`config.mk`:
```
export PLATFORM = sky130hd
export DESIGN_NAME = serial_rx_status
export DESIGN_NICKNAME = d
export VERILOG_FILES = /design/src/rtl/rxs_pkg.sv /design/src/rtl/rxs_sampler.sv /design/src/rtl/rxs_status.sv /design/src/rtl/serial_rx_status.sv
export SDC_FILE = /design/constraint.sdc
export NUM_CORES = 1
export LEC_CHECK = 0
export ABC_AREA = 0
export CORE_AREA = 4 4 82 92
export CTS_BUF_LIST = sky130_fd_sc_hd__clkbuf_4 sky130_fd_sc_hd__clkbuf_8
export DETAILED_ROUTE_END_ITERATION = 8
export DIE_AREA = 0 0 86 96
export DONT_BUFFER_PORTS = 1
export SYNTH_ARGS = -nofsm -noshare
export SYNTH_HDL_FRONTEND = slang
export SYNTH_SLANG_ARGS = --single-unit
```
`constraint.sdc`:
```
create_clock -name clk -period 4.1 [get_ports clk]
set_clock_uncertainty 0.15 [all_clocks]
set_input_delay 0.205 -clock clk [delete_from_list [all_inputs] [get_ports clk]]
set_output_delay 0.205 -clock clk [all_outputs]
set_load 0.01 [all_outputs]
```
`src/rtl/rxs_pkg.sv`:
```
package rxs_pkg;
  typedef enum logic {ST_HUNT, ST_FRAME} rx_state_e;
endpackage

```
`src/rtl/rxs_sampler.sv`:
```
module rxs_sampler
  import rxs_pkg::*;
#(
  parameter int OVERSAMPLE  = 16,
  parameter int DATA_BITS   = 8,
  parameter int SYNC_STAGES = 2
) (
  input  logic                 clk,
  input  logic                 rst_n,
  input  logic                 sample_en,
  input  logic                 rx_line,
  input  logic                 rx_enable,
  input  logic                 word9,
  output logic                 char_done,
  output logic [DATA_BITS:0]   char_word,
  output logic                 char_noise,
  output logic                 char_ferr,
  output logic                 idle_pulse
);
  localparam int WORD_W = DATA_BITS + 1;
  localparam int CNT_W  = $clog2(OVERSAMPLE);
  localparam int IDX_W  = $clog2(DATA_BITS + 3);
  localparam int IDLE_W = $clog2((DATA_BITS + 3) * OVERSAMPLE + 1);
  localparam logic [CNT_W-1:0] TAP_A   = CNT_W'(OVERSAMPLE / 2 - 1);
  localparam logic [CNT_W-1:0] TAP_B   = CNT_W'(OVERSAMPLE / 2);
  localparam logic [CNT_W-1:0] TAP_C   = CNT_W'(OVERSAMPLE / 2 + 1);
  localparam logic [CNT_W-1:0] TAP_END = CNT_W'(OVERSAMPLE - 1);
  localparam logic [IDX_W-1:0] STOP_SHORT = IDX_W'(DATA_BITS + 1);
  localparam logic [IDX_W-1:0] STOP_LONG  = IDX_W'(DATA_BITS + 2);
  localparam logic [IDLE_W-1:0] QUIET_SHORT = IDLE_W'((DATA_BITS + 2) * OVERSAMPLE - 1);
  localparam logic [IDLE_W-1:0] QUIET_LONG  = IDLE_W'((DATA_BITS + 3) * OVERSAMPLE - 1);

  // input synchroniser, depth chosen by parameter
  logic [SYNC_STAGES-1:0] sync_q;
  logic line_s;
  generate
    if (SYNC_STAGES == 1) begin : g_sync_one
      always_ff @(posedge clk) begin
        if (!rst_n) sync_q <= '1;
        else        sync_q <= rx_line;
      end
    end else begin : g_sync_chain
      always_ff @(posedge clk) begin
        if (!rst_n) sync_q <= '1;
        else        sync_q <= {sync_q[SYNC_STAGES-2:0], rx_line};
      end
    end
  endgenerate
  assign line_s = sync_q[SYNC_STAGES-1];

  rx_state_e          state;
  logic [CNT_W-1:0]   phase;
  logic [IDX_W-1:0]   slot;
  logic [IDX_W-1:0]   last_slot;
  logic               long_q;
  logic [WORD_W-1:0]  shreg;
  logic               tap_a_q, tap_b_q;
  logic               split_acc;
  logic               line_prev;
  logic               quiet_arm;
  logic [IDLE_W-1:0]  quiet_cnt;
  logic               vote, split;
  logic [IDLE_W-1:0]  quiet_last;

  always_comb begin
    vote  = (tap_a_q & tap_b_q) | (tap_a_q & line_s) | (tap_b_q & line_s);
    split = (tap_a_q ^ tap_b_q) | (tap_b_q ^ line_s);
    quiet_last = word9 ? QUIET_LONG : QUIET_SHORT;
  end

  always_ff @(posedge clk) begin
    if (!rst_n) begin
      state      <= ST_HUNT;
      phase      <= '0;
      slot       <= '0;
      last_slot  <= STOP_SHORT;
      long_q     <= 1'b0;
      shreg      <= '0;
      tap_a_q    <= 1'b1;
      tap_b_q    <= 1'b1;
      split_acc  <= 1'b0;
      line_prev  <= 1'b1;
      quiet_arm  <= 1'b0;
      quiet_cnt  <= '0;
      char_done  <= 1'b0;
      char_word  <= '0;
      char_noise <= 1'b0;
      char_ferr  <= 1'b0;
      idle_pulse <= 1'b0;
    end else begin
      char_done  <= 1'b0;
      idle_pulse <= 1'b0;
      if (sample_en) line_prev <= line_s;
      if (!rx_enable) begin
        state     <= ST_HUNT;
        quiet_cnt <= '0;
      end else if (sample_en) begin
        unique case (state)
          ST_HUNT: begin
            if (line_prev && !line_s) begin
              state     <= ST_FRAME;
              phase     <= CNT_W'(1);
              slot      <= '0;
              split_acc <= 1'b0;
              long_q    <= word9;
              last_slot <= word9 ? STOP_LONG : STOP_SHORT;
              quiet_cnt <= '0;
            end else if (line_s) begin
              if (quiet_arm) begin
                if (quiet_cnt == quiet_last) begin
                  idle_pulse <= 1'b1;
                  quiet_arm  <= 1'b0;
                end
                quiet_cnt <= quiet_cnt + 1'b1;
              end
            end else begin
              quiet_cnt <= '0;
            end
          end
          ST_FRAME: begin
            phase <= phase + 1'b1;
            if (phase == TAP_A) tap_a_q <= line_s;
            if (phase == TAP_B) tap_b_q <= line_s;
            if (phase == TAP_C) begin
              if (slot == '0) begin
                split_acc <= split;
                if (vote) state <= ST_HUNT;
              end else if (slot == last_slot) begin
                char_done  <= 1'b1;
                char_word  <= long_q ? shreg : {1'b0, shreg[WORD_W-1:1]};
                char_noise <= split_acc | split;
                char_ferr  <= ~vote;
                state      <= ST_HUNT;
                quiet_arm  <= 1'b1;
                quiet_cnt  <= '0;
              end else begin
                shreg     <= {vote, shreg[WORD_W-1:1]};
                split_acc <= split_acc | split;
              end
            end
            if (phase == TAP_END) slot <= slot + 1'b1;
          end
          default: state <= ST_HUNT;
        endcase
      end
    end
  end

  assert_done_pulse_R3: assert property (@(posedge clk) disable iff (!rst_n)
    char_done |=> !char_done);
  assert_disabled_quiet_R2: assert property (@(posedge clk) disable iff (!rst_n)
    !rx_enable |=> (state == ST_HUNT) && !char_done);
endmodule

```
`src/rtl/rxs_status.sv`:
```
module rxs_status #(
  parameter int DATA_BITS = 8
) (
  input  logic                 clk,
  input  logic                 rst_n,
  input  logic                 char_done,
  input  logic [DATA_BITS:0]   char_word,
  input  logic                 char_noise,
  input  logic                 char_ferr,
  input  logic                 idle_pulse,
  input  logic                 status_rd,
  input  logic                 data_rd,
  input  logic                 rx_irq_en,
  input  logic                 idle_irq_en,
  input  logic                 irq_mask,
  output logic [DATA_BITS:0]   word_q,
  output logic                 full_q,
  output logic                 ovr_q,
  output logic                 noise_q,
  output logic                 fe_q,
  output logic                 idle_q,
  output logic                 rx_irq,
  output logic                 idle_irq
);
  logic armed_q;
  logic any_flag;
  logic clr;

  assign any_flag = full_q | ovr_q | noise_q | fe_q | idle_q;
  assign clr      = data_rd & armed_q;
  assign rx_irq   = (full_q | ovr_q) & rx_irq_en & ~irq_mask;
  assign idle_irq = idle_q & idle_irq_en & ~irq_mask;

  always_ff @(posedge clk) begin
    if (!rst_n) begin
      word_q  <= '0;
      full_q  <= 1'b0;
      ovr_q   <= 1'b0;
      noise_q <= 1'b0;
      fe_q    <= 1'b0;
      idle_q  <= 1'b0;
      armed_q <= 1'b0;
    end else begin
      if (clr) begin
        full_q  <= 1'b0;
        ovr_q   <= 1'b0;
        noise_q <= 1'b0;
        fe_q    <= 1'b0;
        idle_q  <= 1'b0;
        armed_q <= 1'b0;
      end else if (status_rd && any_flag) begin
        armed_q <= 1'b1;
      end
      if (char_done) begin
        if (full_q && !clr) begin
          ovr_q <= 1'b1;
        end else begin
          word_q  <= char_word;
          full_q  <= 1'b1;
          noise_q <= char_noise;
          fe_q    <= char_ferr;
        end
      end
      if (idle_pulse) idle_q <= 1'b1;
    end
  end

  assert_load_R3: assert property (@(posedge clk) disable iff (!rst_n)
    (char_done && !full_q) |=> full_q);
  assert_keep_buffer_R5: assert property (@(posedge clk) disable iff (!rst_n)
    (char_done && full_q && !clr) |=> (ovr_q && $stable(word_q)));
  assert_two_step_clear_R6: assert property (@(posedge clk) disable iff (!rst_n)
    (clr && !char_done && !idle_pulse) |=> !(full_q | ovr_q | noise_q | fe_q | idle_q));
  assert_lone_read_R11: assert property (@(posedge clk) disable iff (!rst_n)
    (data_rd && !armed_q && full_q) |=> full_q);
endmodule

```
`src/rtl/serial_rx_status.sv`:
```
module serial_rx_status #(
  parameter int OVERSAMPLE  = 16,
  parameter int DATA_BITS   = 8,
  parameter int SYNC_STAGES = 2
) (
  input  logic                 clk,
  input  logic                 rst_n,
  input  logic                 sample_en,
  input  logic                 rx_line,
  input  logic                 rx_enable,
  input  logic                 word9_mode,
  input  logic                 rx_irq_en,
  input  logic                 idle_irq_en,
  input  logic                 irq_mask,
  input  logic                 status_rd,
  input  logic                 data_rd,
  output logic [DATA_BITS-1:0] rx_data,
  output logic                 rx_bit8,
  output logic                 rx_full,
  output logic                 rx_overrun,
  output logic                 rx_noise,
  output logic                 rx_frame_err,
  output logic                 rx_idle,
  output logic                 rx_irq,
  output logic                 idle_irq
);
  logic               done;
  logic [DATA_BITS:0] word;
  logic               noise;
  logic               ferr;
  logic               idle_p;
  logic [DATA_BITS:0] held;

  rxs_sampler #(
    .OVERSAMPLE (OVERSAMPLE),
    .DATA_BITS  (DATA_BITS),
    .SYNC_STAGES(SYNC_STAGES)
  ) u_sampler (
    .clk       (clk),
    .rst_n     (rst_n),
    .sample_en (sample_en),
    .rx_line   (rx_line),
    .rx_enable (rx_enable),
    .word9     (word9_mode),
    .char_done (done),
    .char_word (word),
    .char_noise(noise),
    .char_ferr (ferr),
    .idle_pulse(idle_p)
  );

  rxs_status #(
    .DATA_BITS(DATA_BITS)
  ) u_status (
    .clk        (clk),
    .rst_n      (rst_n),
    .char_done  (done),
    .char_word  (word),
    .char_noise (noise),
    .char_ferr  (ferr),
    .idle_pulse (idle_p),
    .status_rd  (status_rd),
    .data_rd    (data_rd),
    .rx_irq_en  (rx_irq_en),
    .idle_irq_en(idle_irq_en),
    .irq_mask   (irq_mask),
    .word_q     (held),
    .full_q     (rx_full),
    .ovr_q      (rx_overrun),
    .noise_q    (rx_noise),
    .fe_q       (rx_frame_err),
    .idle_q     (rx_idle),
    .rx_irq     (rx_irq),
    .idle_irq   (idle_irq)
  );

  assign rx_data = held[DATA_BITS-1:0];
  assign rx_bit8 = held[DATA_BITS];
endmodule

```
Word level (Yosys, flattened, before mapping)
Index checks and enable logic that the tools add are counted.
- register bits after elaboration: 66
- latch bits: 0
- RAM bits: 0
- memory bits (read-only): 0
- logic and storage cells: 145
- memories kept: 0
- add/subtract/negate cells: 3
- $mul: 0
- divide/modulo/power cells: 0
- magnitude comparators: 0
- eq/ne operators: 15
- shift-type cells: 0
- muxes and demuxes: 50
- bitwise gates (word level): 30
- reduce and logical (&&, ||, !) cells: 22
- operator list (operator ; count):
    8-bit 2-to-1 mux ; 6
    1-bit 2-to-1 mux ; 32
    4-bit one-hot mux with 2 select lines ; 2
    8-bit one-hot mux with 2 select lines ; 1
    4-bit AND reduction ; 4
    4-bit equality test (second input constant) ; 3
    4-bit 2-to-1 mux ; 3
    1-bit NOT ; 12
    6-bit AND reduction ; 2
    2-bit inequality test (second input constant) ; 5
    5-bit AND reduction ; 2
    9-bit 2-to-1 mux ; 1
    4-bit by 1-bit adder with 4-bit output (second input constant) ; 2
    8-bit by 1-bit adder with 8-bit output (second input constant) ; 1
    1-bit bitwise AND ; 8
    8-bit equality test ; 1
    1-bit bitwise OR ; 8
    7-bit AND reduction ; 1
    7-bit OR reduction ; 1
    6-bit 2-to-1 mux ; 1
    1-bit one-hot mux with 2 select lines ; 3
    6-bit OR reduction ; 1
    4-bit by 3-bit equality test with 1-bit output (second input constant) ; 1
    4-bit equality test ; 1
    other kinds (12) ; 18

Longest topological paths before layout
- depth in word-level cells: 7
- mapped depth: 7
- mapped depth without buffers: 6

By module
A second synthesis with hierarchy kept.
- cell total of the unflattened synthesis: 331
- area, all modules: 3051.7 um^2
- by module, submodules not included (module ; times used ; cells each ; area each (um^2) ; sequential area each (um^2)):
    rxs_sampler ; 1 ; 262 ; 2429.8 ; 960.9
    rxs_status ; 1 ; 69 ; 621.8 ; 300.3

Worst setup path before layout
No wires, ideal clock.
- path kind: reg-to-reg
- start: register u_sampler.quiet_cnt[5]
- end: register u_sampler.quiet_arm
- data arrival time: 1.435 ns
- required time: 3.828 ns
- setup slack: 2.393 ns
- cell stages (with the launch flop): 6
- path buffers: 1
- clock period less this slack: 1.707 ns
- cells stage by stage: dfxtp_1 -> buf_2 -> or3b_1 -> a2111o_1 -> o31ai_2 -> a21oi_1
- longest elaborated chain between the ends: 6
- RTL lines (what ; RTL line ; text):
    start, declared ; rxs_sampler.sv:61 ; logic [IDLE_W-1:0] quiet_cnt;
    start signal, assigned ; rxs_sampler.sv:114 ; quiet_cnt <= quiet_cnt + 1'b1;
    8-bit equality test ; rxs_sampler.sv:110 ; if (quiet_cnt == quiet_last) begin
    1-bit 2-to-1 mux ; rxs_sampler.sv:110 ;
    1-bit 2-to-1 mux ; rxs_sampler.sv:109 ; if (quiet_arm) begin
    1-bit 2-to-1 mux ; rxs_sampler.sv:108 ; end else if (line_s) begin
    1-bit 2-to-1 mux ; rxs_sampler.sv:100 ; if (line_prev && !line_s) begin
    1-bit one-hot mux with 2 select lines ; rxs_sampler.sv:98 ; unique case (state)
    end signal, assigned ; rxs_sampler.sv:83 ; quiet_arm <= 1'b0;
    end signal, assigned ; rxs_sampler.sv:112 ; quiet_arm <= 1'b0;
    end signal, assigned ; rxs_sampler.sv:134 ; quiet_arm <= 1'b1;
    end, declared ; rxs_sampler.sv:60 ; logic quiet_arm;
No other way between the ends. The select of a mux whose other input is x is not followed.
A chain may end at the register's enable or synchronous reset.

Final worst setup path
- start: register u_sampler.state
- end: register u_sampler.shreg[0]
- longest elaborated chain between the ends: 1
- RTL lines (what ; RTL line ; text):
    start, declared ; rxs_sampler.sv:51 ; rx_state_e state;
    start signal, assigned ; rxs_sampler.sv:73 ; state <= ST_HUNT;
    start signal, assigned ; rxs_sampler.sv:95 ; state <= ST_HUNT;
    start signal, assigned ; rxs_sampler.sv:101 ; state <= ST_FRAME;
    6-bit AND reduction (no line) ; n/a ;
    end signal, assigned ; rxs_sampler.sv:137 ; shreg <= {vote, shreg[WORD_W-1:1]};
    end, declared ; rxs_sampler.sv:56 ; logic [WORD_W-1:0] shreg;
No other way between the ends.

==> flow_metrics.env <==
export IMPL_hold_start="data_rd"
export IMPL_final_instance_count_excl_fill=403
export IMPL_routed_via_density=5.66
export IMPL_place_area_mm2=0.00290
export IMPL_n_antenna_cell=0
export IMPL_die_x_um=86
export IMPL_synth_area_mm2=0.00291
export IMPL_fin_setup_tns_ns=0
export IMPL_finalCritPeriodShare=0.598
export IMPL_synth_distinct_cells=52
export IMPL_cts_setup_buffers=0
export IMPL_cp_max_fo=14
export IMPL_nets=335
export IMPL_synth_edf_count=0
export IMPL_final_cell_mix="dfxtp_1 (63), mux2i_1 (31), nand2_1 (28), a21oi_1 (27), nor2_1 (26)"
export IMPL_worstSetupStartpoint="u_sampler.state"
export IMPL_crit_family="simple AND/OR/NAND/NOR gates"
export IMPL_pin_count=27
export IMPL_die_area_mm2=0.00826
export IMPL_antenna_found_initial=0
export IMPL_clkLatencyLatePin_ns=0.34
export IMPL_syn2layout_area_growth_pct=9.68
export IMPL_required_ns=4.15
export IMPL_gp_congestion=0.805
export IMPL_cpMaxStageDelayCell="dfxtp_1"
export IMPL_max_stage_delay_ns=0.60
export IMPL_via_count=2279
export IMPL_cts_hold_buf=7
export IMPL_maxCapViolCount=0
export IMPL_run_status="finished clean"
export IMPL_grt_pass1_wl_um=10200
export IMPL_port_buffers=0
export IMPL_r2r_start="u_sampler.state"
export IMPL_dr_pass1_iters=4
export IMPL_ctsResizeCount=0
export IMPL_nFillCells=621
export IMPL_layout_drive_gt1_share=0.0685
export IMPL_placed_cells=380
export IMPL_core_mm2=0.00656
export IMPL_cts_tree="built"
export IMPL_wire_per_inst_um=15.3
export IMPL_worst_slew_pin_slew_ns=0.993
export IMPL_finalPower_uw=1240
export IMPL_cts_sinks=63
export IMPL_synth_main_ff_cell="dfxtp_1"
export IMPL_drcViolationCount=0
export IMPL_cp_end_kind="flip-flop"
export IMPL_path_cells="and4b_1, and2b_1, nand3_1, mux2i_1"
export IMPL_crit_arrival_ns=2.50
export IMPL_grt_start_max_net_pins=32
export IMPL_crit_buf_inv=0
export IMPL_cts_path_max_buffers=2
export IMPL_final_setup_viol_count=0
export IMPL_synthCells=317
export IMPL_rows=31
export IMPL_p_leak_uw=0.00125
export IMPL_crit_type="reg -> reg"
export IMPL_fmax_mhz=408
export IMPL_drt_total_wl_um=6170
export IMPL_ys_seq_area_frac=0.434
export IMPL_peakVddDrop_uv=142
export IMPL_ys_seq_elements=63
export IMPL_ys_warn_count=0
export IMPL_grtUsageTotal=0.157
export IMPL_fin_hold_ws_ns=0.0240
export IMPL_rsz0062_at_grt="no"
export IMPL_synth_net_count=336
export IMPL_finalMaxSlewViolations=0
export IMPL_fin_crit_ns=2.45
export IMPL_maxSlewHeadroom=0.337
export IMPL_start_kind="flip-flop"
export IMPL_ant_nets=0
export IMPL_first_iter_violations=99
export IMPL_fin_area_mm2=0.00319
export IMPL_multi_input_area_mm2=0.00150
export IMPL_overflow=0
export IMPL_htreeDepth=3
export IMPL_clkTransAtPathRegs_ns=0.07
export IMPL_dp_hpwl_um=4150
export IMPL_initial_core_util=0.444
export IMPL_regArea_mm2=0.00126
export IMPL_finalHoldViolations=0
export IMPL_grt_pass1_vias=2127
export IMPL_clk_root_buffer_cell="clkbuf_8"
export IMPL_power_density_mw_per_mm2=389
export IMPL_cts_inserted_buffers=9
export IMPL_final_common_cell="dfxtp_1"
export IMPL_postSynthAreaPerCell_um2=9.17
export IMPL_hold_class="in -> reg"
export IMPL_async_reset_ff_frac=0
export IMPL_die_h_um=96
## routing by layer
layer / GRT usage / part of all wire / routed length, um
met5: 0 / 0 / 0
met4: 0.0871 / 0.016 / 97
met3: 0.0351 / 0.040 / 245
met2: 0.243 / 0.45 / 2800
met1: 0.203 / 0.49 / 3030
## Yosys cell counts, types with 2 or more instances
cell type / n / area (um^2)
a2111o_1: 3 / 33.8
a211oi_1: 11 / 82.6
a21o_1: 2 / 15.0
a21oi_1: 27 / 135
a22oi_1: 2 / 15.0
a311oi_1: 3 / 26.3
a31oi_1: 4 / 25.0
and2_1: 2 / 12.5
and3_1: 5 / 31.3
buf_2: 5 / 25.0
buf_4: 3 / 22.5
buf_6: 3 / 33.8
clkbuf_1: 7 / 26.3
dfxtp_1: 63 / 1260
ha_1: 8 / 100
inv_1: 9 / 33.8
mux2i_1: 31 / 310
nand2_1: 28 / 105
nand2b_1: 5 / 31.3
nand3_1: 14 / 70.1
nand4_1: 6 / 37.5
nand4b_1: 3 / 26.3
nor2_1: 26 / 97.6
nor2b_1: 2 / 12.5
nor3_1: 4 / 20.0
nor4_1: 3 / 18.8
o2111ai_1: 4 / 35.0
o211ai_1: 2 / 15.0
o21ai_0: 7 / 35.0
xnor2_1: 2 / 17.5
xor2_1: 2 / 17.5
## report_power, final
part / internal [uW] / leakage [uW] / switching (uW)
clock network: 344 / 0.000114 / 248
logic: 11.3 / 0.000629 / 21.4
registers: 614 / 0.000508 / 3.15
total: 969 / 0.00125 / 273
## final timing paths
check	endpoint	slack, ns	cells after the start
worst max-delay path	u_sampler.shreg[0]	1.65	4
worst min-delay path	u_status.ovr_q	0.02	3
worst max register to register	u_sampler.shreg[0]	1.65	4
worst min register to register	u_sampler.sync_q[1]	0.26	1
## cell type report
type | instances | area share
clock buffer | 9 | 0.0388
clock inverter | 7 | 0.0302
inverter | 9 | 0.0106
multi-input combinational | 226 | 0.471
sequential | 63 | 0.395
tap | 82 | 0.0322
timing repair buffer | 7 | 0.0220
## through the flow
stage | utilization | setup slack, ns
floorplan | - | 2.39
global placement | 0.442 | 1.76
detailed placement | 0.442 | 1.68
CTS | 0.487 | 1.68
global route | 0.487 | 1.44
finish | 0.487 | 1.65
## flip-flops by register name (all words and copies together) (netlist names)
| signal | flops |
|---|---|
| u_sampler.phase | 4 |
| u_status.word_q | 9 |
| u_sampler.shreg | 9 |
| u_sampler.sync_q | 2 |
| u_sampler.line_prev | 1 |
| u_sampler.slot | 4 |
| u_status.full_q | 1 |
| u_sampler.quiet_arm | 1 |
| u_status.ovr_q | 1 |
| u_sampler.char_ferr | 1 |
| u_sampler.idle_pulse | 1 |
| u_sampler.state | 1 |
| u_sampler.char_noise | 1 |
| u_sampler.char_word | 9 |
| u_sampler.char_done | 1 |
| u_status.idle_q | 1 |
| u_status.fe_q | 1 |
| u_sampler.tap_a_q | 1 |
| u_status.noise_q | 1 |
| u_sampler.quiet_cnt | 8 |
| u_sampler.last_slot | 2 |
| u_status.armed_q | 1 |
| u_sampler.tap_b_q | 1 |
| u_sampler.split_acc | 1 |
## worst min-delay path: stages
cell	delay, ns
nand2_1	0.12
nand2_1	0.10
nor2_1	0.04
## cells by family (layout without fill, tap and decap cells)
group / after synthesis / in the layout / synth area share
and+or+nand+nor: 109 / 109 / 0.191
xor gates and xnor gates: 4 / 4 / 0.0121
muxes: 33 / 33 / 0.114
DFF: 63 / 63 / 0.434
adders and majority gates: 8 / 8 / 0.0344
AOI/OAI and AO/OA: 72 / 72 / 0.164
buffers and inverters: 28 / 32 / 0.0499
Note: power is estimated with default switching activity, not from simulation.
